File: src/rtl/ccdTimingPkg.sv
package ccdTimingPkg;

  // Next-cycle levels decoded by the phase control for the datapath.
  typedef struct packed {
    logic convHi;   // conversion clock level for the coming tick
    logic sampAHi;  // high-half sampling pulse level
    logic sampBHi;  // low-half sampling pulse level
    logic pixStep;  // last tick of the pixel: advance the pixel index
  } phaseStrobes_t;

endpackage

File: src/rtl/ccdPhaseCtrl.sv
module ccdPhaseCtrl
  import ccdTimingPkg::*;
#(
  parameter int PERIOD_TICKS = 20,
  parameter int SA_RISE      = 6,
  parameter int SA_FALL      = 8,
  parameter int SB_RISE      = 16,
  parameter int SB_FALL      = 18
) (
  input  logic          clk,
  input  logic          rst,
  output phaseStrobes_t strobes
);

  localparam int HALF_TICKS = PERIOD_TICKS / 2;
  localparam int PH_W       = $clog2(PERIOD_TICKS);
  localparam logic [PH_W-1:0] PH_LAST = PH_W'(PERIOD_TICKS - 1);

  logic [PH_W-1:0] phase;

  always_ff @(posedge clk) begin
    if (rst) begin
      phase <= '0;
    end else if (phase == PH_LAST) begin
      phase <= '0;
    end else begin
      phase <= phase + 1'b1;
    end
  end

  // Decode the level each output takes for the tick that starts now.
  always_comb begin
    strobes.convHi  = (phase < PH_W'(HALF_TICKS));
    strobes.sampAHi = (phase >= PH_W'(SA_RISE)) && (phase < PH_W'(SA_FALL));
    strobes.sampBHi = (phase >= PH_W'(SB_RISE)) && (phase < PH_W'(SB_FALL));
    strobes.pixStep = (phase == PH_LAST);
  end

endmodule

File: src/rtl/ccdPixelPath.sv
module ccdPixelPath
  import ccdTimingPkg::*;
#(
  parameter int PIX_W = 12
) (
  input  logic             clk,
  input  logic             rst,
  input  phaseStrobes_t    strobes,
  input  logic [PIX_W-1:0] lineLen,
  input  logic [PIX_W-1:0] clampStart,
  input  logic [PIX_W-1:0] clampLen,
  output logic             convClk,
  output logic             sampA,
  output logic             sampB,
  output logic             clampOut
);

  localparam int EXT_W = PIX_W + 1;

  logic [PIX_W-1:0] pixIdx;
  logic [EXT_W-1:0] pixInc;
  logic [EXT_W-1:0] winEnd;
  logic             inWindow;

  always_comb begin
    pixInc   = {1'b0, pixIdx} + EXT_W'(1);
    winEnd   = {1'b0, clampStart} + {1'b0, clampLen};
    inWindow = ({1'b0, pixIdx} >= {1'b0, clampStart}) && ({1'b0, pixIdx} < winEnd);
  end

  // Pixel index moves on the last tick so the clamp, which samples the
  // index held before that edge, lines up with the next conversion rise.
  always_ff @(posedge clk) begin
    if (rst) begin
      pixIdx <= '0;
    end else if (strobes.pixStep) begin
      if (pixInc >= {1'b0, lineLen}) pixIdx <= '0;
      else                           pixIdx <= pixInc[PIX_W-1:0];
    end
  end

  always_ff @(posedge clk) begin
    if (rst) begin
      convClk  <= 1'b0;
      sampA    <= 1'b0;
      sampB    <= 1'b0;
      clampOut <= 1'b0;
    end else begin
      convClk  <= strobes.convHi;
      sampA    <= strobes.sampAHi;
      sampB    <= strobes.sampBHi;
      clampOut <= inWindow;
    end
  end

endmodule

File: src/rtl/ccdPixelTiming.sv
module ccdPixelTiming
  import ccdTimingPkg::*;
#(
  parameter int PIX_W        = 12,
  parameter int PERIOD_TICKS = 20,
  parameter int SA_RISE      = 6,
  parameter int SA_FALL      = 8,
  parameter int SB_RISE      = 16,
  parameter int SB_FALL      = 18
) (
  input  logic             clk,
  input  logic             rst,
  input  logic [PIX_W-1:0] lineLen,
  input  logic [PIX_W-1:0] clampStart,
  input  logic [PIX_W-1:0] clampLen,
  output logic             convClk,
  output logic             sampA,
  output logic             sampB,
  output logic             clampOut
);

  phaseStrobes_t strobes;

  ccdPhaseCtrl #(
    .PERIOD_TICKS(PERIOD_TICKS),
    .SA_RISE(SA_RISE), .SA_FALL(SA_FALL),
    .SB_RISE(SB_RISE), .SB_FALL(SB_FALL)
  ) u_ctrl (
    .clk(clk), .rst(rst), .strobes(strobes)
  );

  ccdPixelPath #(.PIX_W(PIX_W)) u_path (
    .clk(clk), .rst(rst), .strobes(strobes),
    .lineLen(lineLen), .clampStart(clampStart), .clampLen(clampLen),
    .convClk(convClk), .sampA(sampA), .sampB(sampB), .clampOut(clampOut)
  );

endmodule

File: config.mk
export PLATFORM = sky130hd
export DESIGN_NAME = ccdPixelTiming
export DESIGN_NICKNAME = d
export VERILOG_FILES = /design/src/rtl/ccdTimingPkg.sv /design/src/rtl/ccdPhaseCtrl.sv /design/src/rtl/ccdPixelPath.sv /design/src/rtl/ccdPixelTiming.sv
export SDC_FILE = /design/constraint.sdc
export NUM_CORES = 1
export LEC_CHECK = 0
export BUFFER_PORTS_ARGS = -buffer_cell sky130_fd_sc_hd__buf_4
export CELL_PAD_IN_SITES_DETAIL_PLACEMENT = 1
export CELL_PAD_IN_SITES_GLOBAL_PLACEMENT = 1
export CORE_MARGIN = 8
export CORE_UTILIZATION = 25
export CTS_CLUSTER_SIZE = 10
export DETAILED_ROUTE_END_ITERATION = 7
export PLACE_DENSITY_LB_ADDON = 0.1
export SETUP_SLACK_MARGIN = 0.1
export SLEW_MARGIN = 15
export SYNTH_ARGS = -nofsm -noshare
export SYNTH_HDL_FRONTEND = slang
export SYNTH_SLANG_ARGS = --single-unit
export TNS_END_PERCENT = 1
File: constraint.sdc
create_clock -name clk -period 2.7 [get_ports clk]
set_input_delay 0.27 -clock clk [delete_from_list [all_inputs] [get_ports clk]]
set_output_delay 0.27 -clock clk [all_outputs]
set_load 0.02 [all_outputs]
* Word-level counts from Yosys, hierarchy flattened
Cells that the tools add are included.
** Storage, ports and cells
- Input bits :: 38
- Register bits :: 21
- Word-level logic and storage cells :: 23
** Operators by class
- Multiplexer cells :: 1
- Reduce and logical (&&, ||, !) cells :: 4
- Eq/ne operators :: 1
- Order comparisons :: 8
- $add $sub $neg :: 3
** Operators with widths (number)
- $add A12 B1 Y13 const B :: 1
- $add A12 B12 Y13 :: 1
- $ge A13 B12 Y1 :: 1
- $lt A12 B13 Y1 :: 1
- $ge A12 B12 Y1 :: 1
- $mux W12 :: 1
- $lt A5 B4 Y1 const B :: 2
- $add A5 B1 Y5 const B :: 1
- $eq A5 B5 Y1 const B :: 1
- $ge A5 B3 Y1 const B :: 1
- $ge A5 B5 Y1 const B :: 1
- $lt A5 B5 Y1 const B :: 1
- $logic_and A1 B1 Y1 :: 3
- $reduce_or A2 Y1 :: 1

* Longest topological paths before layout
- Depth after elaboration :: 3
- Depth in mapped cells :: 15

* Cells and area by module
From an unflattened synthesis, not the netlist that was laid out.
** Second synthesis, totals
- Cell total of the unflattened synthesis :: 310
- Area, all modules :: 2493.6 µm²
** By module, submodules not included
- ccdPixelPath :: area an instance 2223.4 µm², cells an instance 281, instances 1
- ccdPhaseCtrl :: area an instance 270.3 µm², cells an instance 29, instances 1

* Worst setup path before layout
No wires, ideal clock.
- Path type :: in2reg
- Start :: input clampStart[0]
- End :: register u_path.clampOut
- Arrival :: 2.809 ns
- Library setup time :: 0.095 ns
- Setup slack :: -0.204 ns
- Cell stages on the path :: 14
- Path through :: ha_1 -> inv_1 -> fa_1 -> nor2b_1 -> o21ai_0 -> a2bb2oi_1 -> a21o_1 -> a21oi_1 -> xor2_1 -> ha_1 -> a21o_1 -> a2111oi_0 -> o31ai_1 -> a221oi_1
** Between the ends
- Longest elaborated chain between the ends :: 3
- Elaborated cells between the ends (all ways) :: 4
** RTL lines
- start: declaration :: RTL line ccdPixelTiming.sv:14 : input logic [PIX_W-1:0] clampStart,
- $add A12 B12 Y13 :: RTL line ccdPixelPath.sv:27 : winEnd = {1'b0, clampStart} + {1'b0, clampLen};
- $lt A12 B13 Y1 :: RTL line ccdPixelPath.sv:28 : inWindow = ({1'b0, pixIdx} >= {1'b0, clampStart}) && ({1'b0, pixIdx} < winEnd);
- $logic_and A1 B1 Y1 * :: RTL line ccdPixelPath.sv:28
- end signal: assignment :: RTL line ccdPixelPath.sv:52 : clampOut <= inWindow;
- end: declaration :: RTL line ccdPixelPath.sv:15 : output logic clampOut
Every way passes the cells marked *; elsewhere a longest branch is shown, timed or not.
A chain may end at the register's enable or synchronous reset.

* Worst setup path after layout
- Start :: register u_path.pixIdx[2]
- End :: register u_path.pixIdx[1]
** Between the ends
- Longest elaborated chain between the ends :: 3
** RTL lines
- start: declaration :: RTL line ccdPixelPath.sv:20 : logic [PIX_W-1:0] pixIdx;
- start signal: assignment :: RTL line ccdPixelPath.sv:38 : else pixIdx <= pixInc[PIX_W-1:0];
- $add A12 B1 Y13 :: RTL line ccdPixelPath.sv:26 : pixInc = {1'b0, pixIdx} + EXT_W'(1);
- $ge A13 B12 Y1 :: RTL line ccdPixelPath.sv:37 : if (pixInc >= {1'b0, lineLen}) pixIdx <= '0;
- $mux W12 :: RTL line ccdPixelPath.sv:37
Every way passes these cells.

==> run_summary.xml <==
<?xml version="1.0" encoding="UTF-8"?>
<metrics>
  <group name="yosys">
    <metric name="post-synth-top-area-fraction" unit="">0.271</metric>
    <metric name="number_of_synthesized_flops_with_an_enable_pin" unit="">0</metric>
    <metric name="synth_top_flop_cell" unit="">dfxtp_1</metric>
    <metric name="synth.cell_area" unit="sq mm">0.00226</metric>
    <metric name="yosys-top-cells-area" unit="">ha_1, dfxtp_1, inv_1</metric>
    <metric name="yosys.cell_types.count" unit="">42</metric>
    <metric name="synth_largest_area_cell" unit="">ha_1</metric>
    <metric name="netlist_instances" unit="">277</metric>
    <metric name="postSynthNetCount" unit="">365</metric>
    <metric name="postSynthAreaPerCell" unit="sq um">8.16</metric>
    <metric name="synth.yosys.seq_area_share" unit="">0.186</metric>
    <metric name="async_flop_share" unit="">0</metric>
    <metric name="ys.warnings.count" unit="">0</metric>
    <metric name="ff_latch_count_synth" unit="">21</metric>
  </group>
  <group name="global_routing">
    <metric name="first_global_vias" unit="">2382</metric>
    <metric name="global_route_wire_length_before_repair" unit="microns">11200</metric>
    <metric name="globalRouteOverflowTotal" unit="">0</metric>
    <metric name="grt_start_max_net_pins" unit="">13</metric>
    <metric name="grt_antenna_before_repair" unit="">0</metric>
    <metric name="grt_util_all_layers" unit="">0.106</metric>
  </group>
  <group name="cts">
    <metric name="clkSinkCount" unit="">21</metric>
    <metric name="cts_made_buffers" unit="">3</metric>
    <metric name="root_buffer" unit="">clkbuf_8</metric>
    <metric name="holdBufCountCts" unit="">0</metric>
    <metric name="largest_buffer_count_on_any_clock_path" unit="">2</metric>
    <metric name="clock_slew_at_reported_path_ffs" unit="ps">90</metric>
    <metric name="worst_skew_pair.late_latency" unit="ps">270</metric>
    <metric name="tritoncts" unit="">done</metric>
    <metric name="htreeDepth" unit="">1</metric>
  </group>
  <group name="critical_path">
    <metric name="worstSetupEndpointType" unit="">flip-flop</metric>
    <metric name="worst-path-max-fanout" unit="">5</metric>
    <metric name="timing.critical_path.max_delay_family" unit="">simple AND/OR/NAND/NOR gates</metric>
    <metric name="cp_slowest_stage_delay" unit="ps">340</metric>
    <metric name="required" unit="ps">2910</metric>
    <metric name="r2r.worst_path.cells" unit="">12</metric>
    <metric name="critical_path.startpoint_type" unit="">flip-flop</metric>
    <metric name="crit-reg2reg-capture" unit="">u_path.pixIdx[1]</metric>
    <metric name="timing.critical_path.arrival" unit="ps">2860</metric>
    <metric name="slowest_stage" unit="">dfxtp_2</metric>
    <metric name="worstSetupPathType" unit="">reg2reg</metric>
    <metric name="worstPathCellList" unit="">and3_4 &gt; nand4_1 &gt; nor2_2 &gt; xor2_2 &gt; ha_1 &gt; and3_4 &gt; a21oi_2 &gt; nand4b_1 &gt; a211oi_4 &gt; buf_4 &gt; buf_4 &gt; a22o_1</metric>
    <metric name="r2r_slack" unit="ps">50</metric>
    <metric name="worst_r2r_startpoint" unit="">u_path.pixIdx[2]</metric>
    <metric name="worst-path-buf-inv" unit="">2</metric>
  </group>
  <group name="timing">
    <metric name="portion_of_the_clock_cycle_consumed_by_the_worst_path_in_the_final_layout" unit="">0.981</metric>
    <metric name="final_tns_setup" unit="ps">0</metric>
    <metric name="final_hold_viol_count" unit="">0</metric>
    <metric name="timing_worst_slew_pin_value" unit="ps">466</metric>
    <metric name="setup_slack" unit="ps">51.9</metric>
    <metric name="final.min_clock_period" unit="ps">2650</metric>
    <metric name="slew_violations" unit="">0</metric>
    <metric name="fmaxAchievable" unit="MHz">378</metric>
    <metric name="grt_setup_unrepaired" unit="">true</metric>
    <metric name="timing.slew.headroom" unit="">0.686</metric>
    <metric name="setup_viol" unit="">0</metric>
    <metric name="clock-skew-final" unit="ps">6.29</metric>
  </group>
  <group name="die">
    <metric name="design.die.area" unit="sq mm">0.0123</metric>
    <metric name="ios" unit="">42</metric>
    <metric name="std_cell_rows" unit="">34</metric>
    <metric name="die_y_extent" unit="microns">111</metric>
    <metric name="placeableCoreArea" unit="sq mm">0.00876</metric>
    <metric name="floorplan.initialDensity" unit="">0.258</metric>
    <metric name="die_width" unit="microns">111</metric>
  </group>
  <group name="power_and_ir_drop">
    <metric name="p_total" unit="mW">0.836</metric>
    <metric name="power-per-cell-area" unit="mW/mm^2">260</metric>
    <metric name="peakVddDrop" unit="mV">0.167</metric>
    <metric name="power.leakage" unit="nW">1.64</metric>
  </group>
  <group name="routing">
    <metric name="final_antenna_net_count" unit="">0</metric>
    <metric name="drt_iter0_drc" unit="">42</metric>
    <metric name="vias_per_cell" unit="">4.65</metric>
    <metric name="dr.pass1.iters" unit="">4</metric>
    <metric name="vias" unit="">2213</metric>
    <metric name="post-route-drc-count" unit="">0</metric>
    <metric name="wl_per_cell" unit="microns">13.3</metric>
    <metric name="wl" unit="microns">6310</metric>
  </group>
  <group name="layout">
    <metric name="num_antenna_cells" unit="">0</metric>
    <metric name="drive_gt1_frac" unit="">0.337</metric>
    <metric name="areaGrowthSynthToFinish" unit="%">42.1</metric>
    <metric name="multi_input_area" unit="sq mm">0.00180</metric>
    <metric name="most-common-layout-cells" unit="">buf_4, ha_1, inv_1, a21oi_1</metric>
    <metric name="nNetsFinal" unit="">457</metric>
    <metric name="layout.cells.non_filler" unit="">476</metric>
    <metric name="filler_cells_inserted" unit="">1075</metric>
    <metric name="layout.cells.most_common" unit="">buf_4</metric>
    <metric name="area.sequential" unit="sq um">427</metric>
    <metric name="finish.utilization" unit="">0.366</metric>
  </group>
  <group name="placement">
    <metric name="place.gp.congestion" unit="">0.778</metric>
    <metric name="number_of_input_and_output_port_buffers_inserted" unit="">41</metric>
    <metric name="placed_cells" unit="">463</metric>
    <metric name="pre_cts_ws" unit="ps">-258</metric>
    <metric name="hpwlAfterDp" unit="microns">5220</metric>
  </group>
  <group name="min_path">
    <metric name="timing.hold.worst.start" unit="">rst</metric>
    <metric name="hold-path-endpoint" unit="">u_ctrl.phase[4]</metric>
    <metric name="min_path_type" unit="">in2reg</metric>
    <metric name="holdPathStages" unit="">2</metric>
  </group>
  <group name="job">
    <metric name="max_cap_viol_count" unit="">0</metric>
  </group>
  <group name="outcome">
    <metric name="status" unit="">finished clean</metric>
  </group>
</metrics>
-- stage by stage --
stage          hold slack [ps]  instance area, sq um
2_1_floorplan              418                  2310
3_3_place_gp               436                  3030
3_5_place_dp               457                  3030
4_1_cts                    235                  3150
5_1_grt                    243                  3210
6_report                   241                  3210
-- logic make-up after synthesis --
kind of cell / Yosys count / share of synthesized area
AOI/OAI and AO/OA: 72 / 0.209
adders and majority gates: 50 / 0.280
DFF: 21 / 0.186
and+or+nand+nor: 75 / 0.169
buffers and inverters: 35 / 0.0615
xor gates and xnor gates: 22 / 0.0853
muxes: 2 / 0.00886
-- final cells by class --
type                            instances  share of cell area
Clock inverter                          1             0.00156
Timing Repair Buffer                   90               0.213
Sequential cell                        21               0.133
Multi-Input combinational cell        221               0.560
Tap cell                              108              0.0421
Inverter                               32              0.0374
Clock buffer                            3              0.0129
-- worst max path at each step --
stage                     start          endpoint  slack, ps  depth (start not counted)
3_3_place_gp      clampStart[0]   u_path.clampOut       -200                         15
4_1_cts           clampStart[0]   u_path.clampOut         60                         15
2_1_floorplan     clampStart[0]   u_path.clampOut         10                         14
5_1_grt        u_path.pixIdx[2]  u_path.pixIdx[2]       -140                         12
6_report       u_path.pixIdx[2]  u_path.pixIdx[1]         50                         12
3_5_place_dp      clampStart[0]   u_path.clampOut       -260                         15
-- synth_stat cells, drive strengths merged (2+ instances only) --
master  instances
ha             49
clkbuf          2
a21oi          24
xnor2          13
nand4           2
nor2b           2
o21ai          15
nand3          15
nand2          14
inv            32
nand2b          7
and3            8
nor2           18
o21a            2
a211oi          4
a22o            5
mux2i           2
a31oi           6
xor2            9
or2             2
a21o            9
and2            2
dfxtp          21
-- what timing repair did --
action | 4_1_cts | 5_1_grt
gates cloned | 1 | 0
endpoints found under the setup margin | 11 | 13
pin swaps | 7 | 19
setup buffers | 5 | 3
resized for setup | 9 | 13
-- routing by layer --
| metal | vias up | part of all wire | GRT usage |
|---|---|---|---|
| met5 | - | 0 | 0 |
| met4 | 0 | 0.0063 | 0.0187 |
| met3 | 4 | 0.021 | 0.0179 |
| met2 | 28 | 0.47 | 0.175 |
| met1 | 1016 | 0.50 | 0.141 |
| li1 | 1165 | - | - |
-- power by group --
group	total, mW	internal [mW]	switching (mW)
clock	0.218	0.103	0.115
combinational	0.298	0.161	0.137
sequential	0.320	0.314	0.00528
total	0.836	0.578	0.257
-- registers in the layout, summed over array words and instances (netlist names) --
signal	count
u_ctrl.phase	5
u_path.clampOut	1
u_path.convClk	1
u_path.pixIdx	12
u_path.sampA	1
u_path.sampB	1
Power figures use the tool's default switching activity.
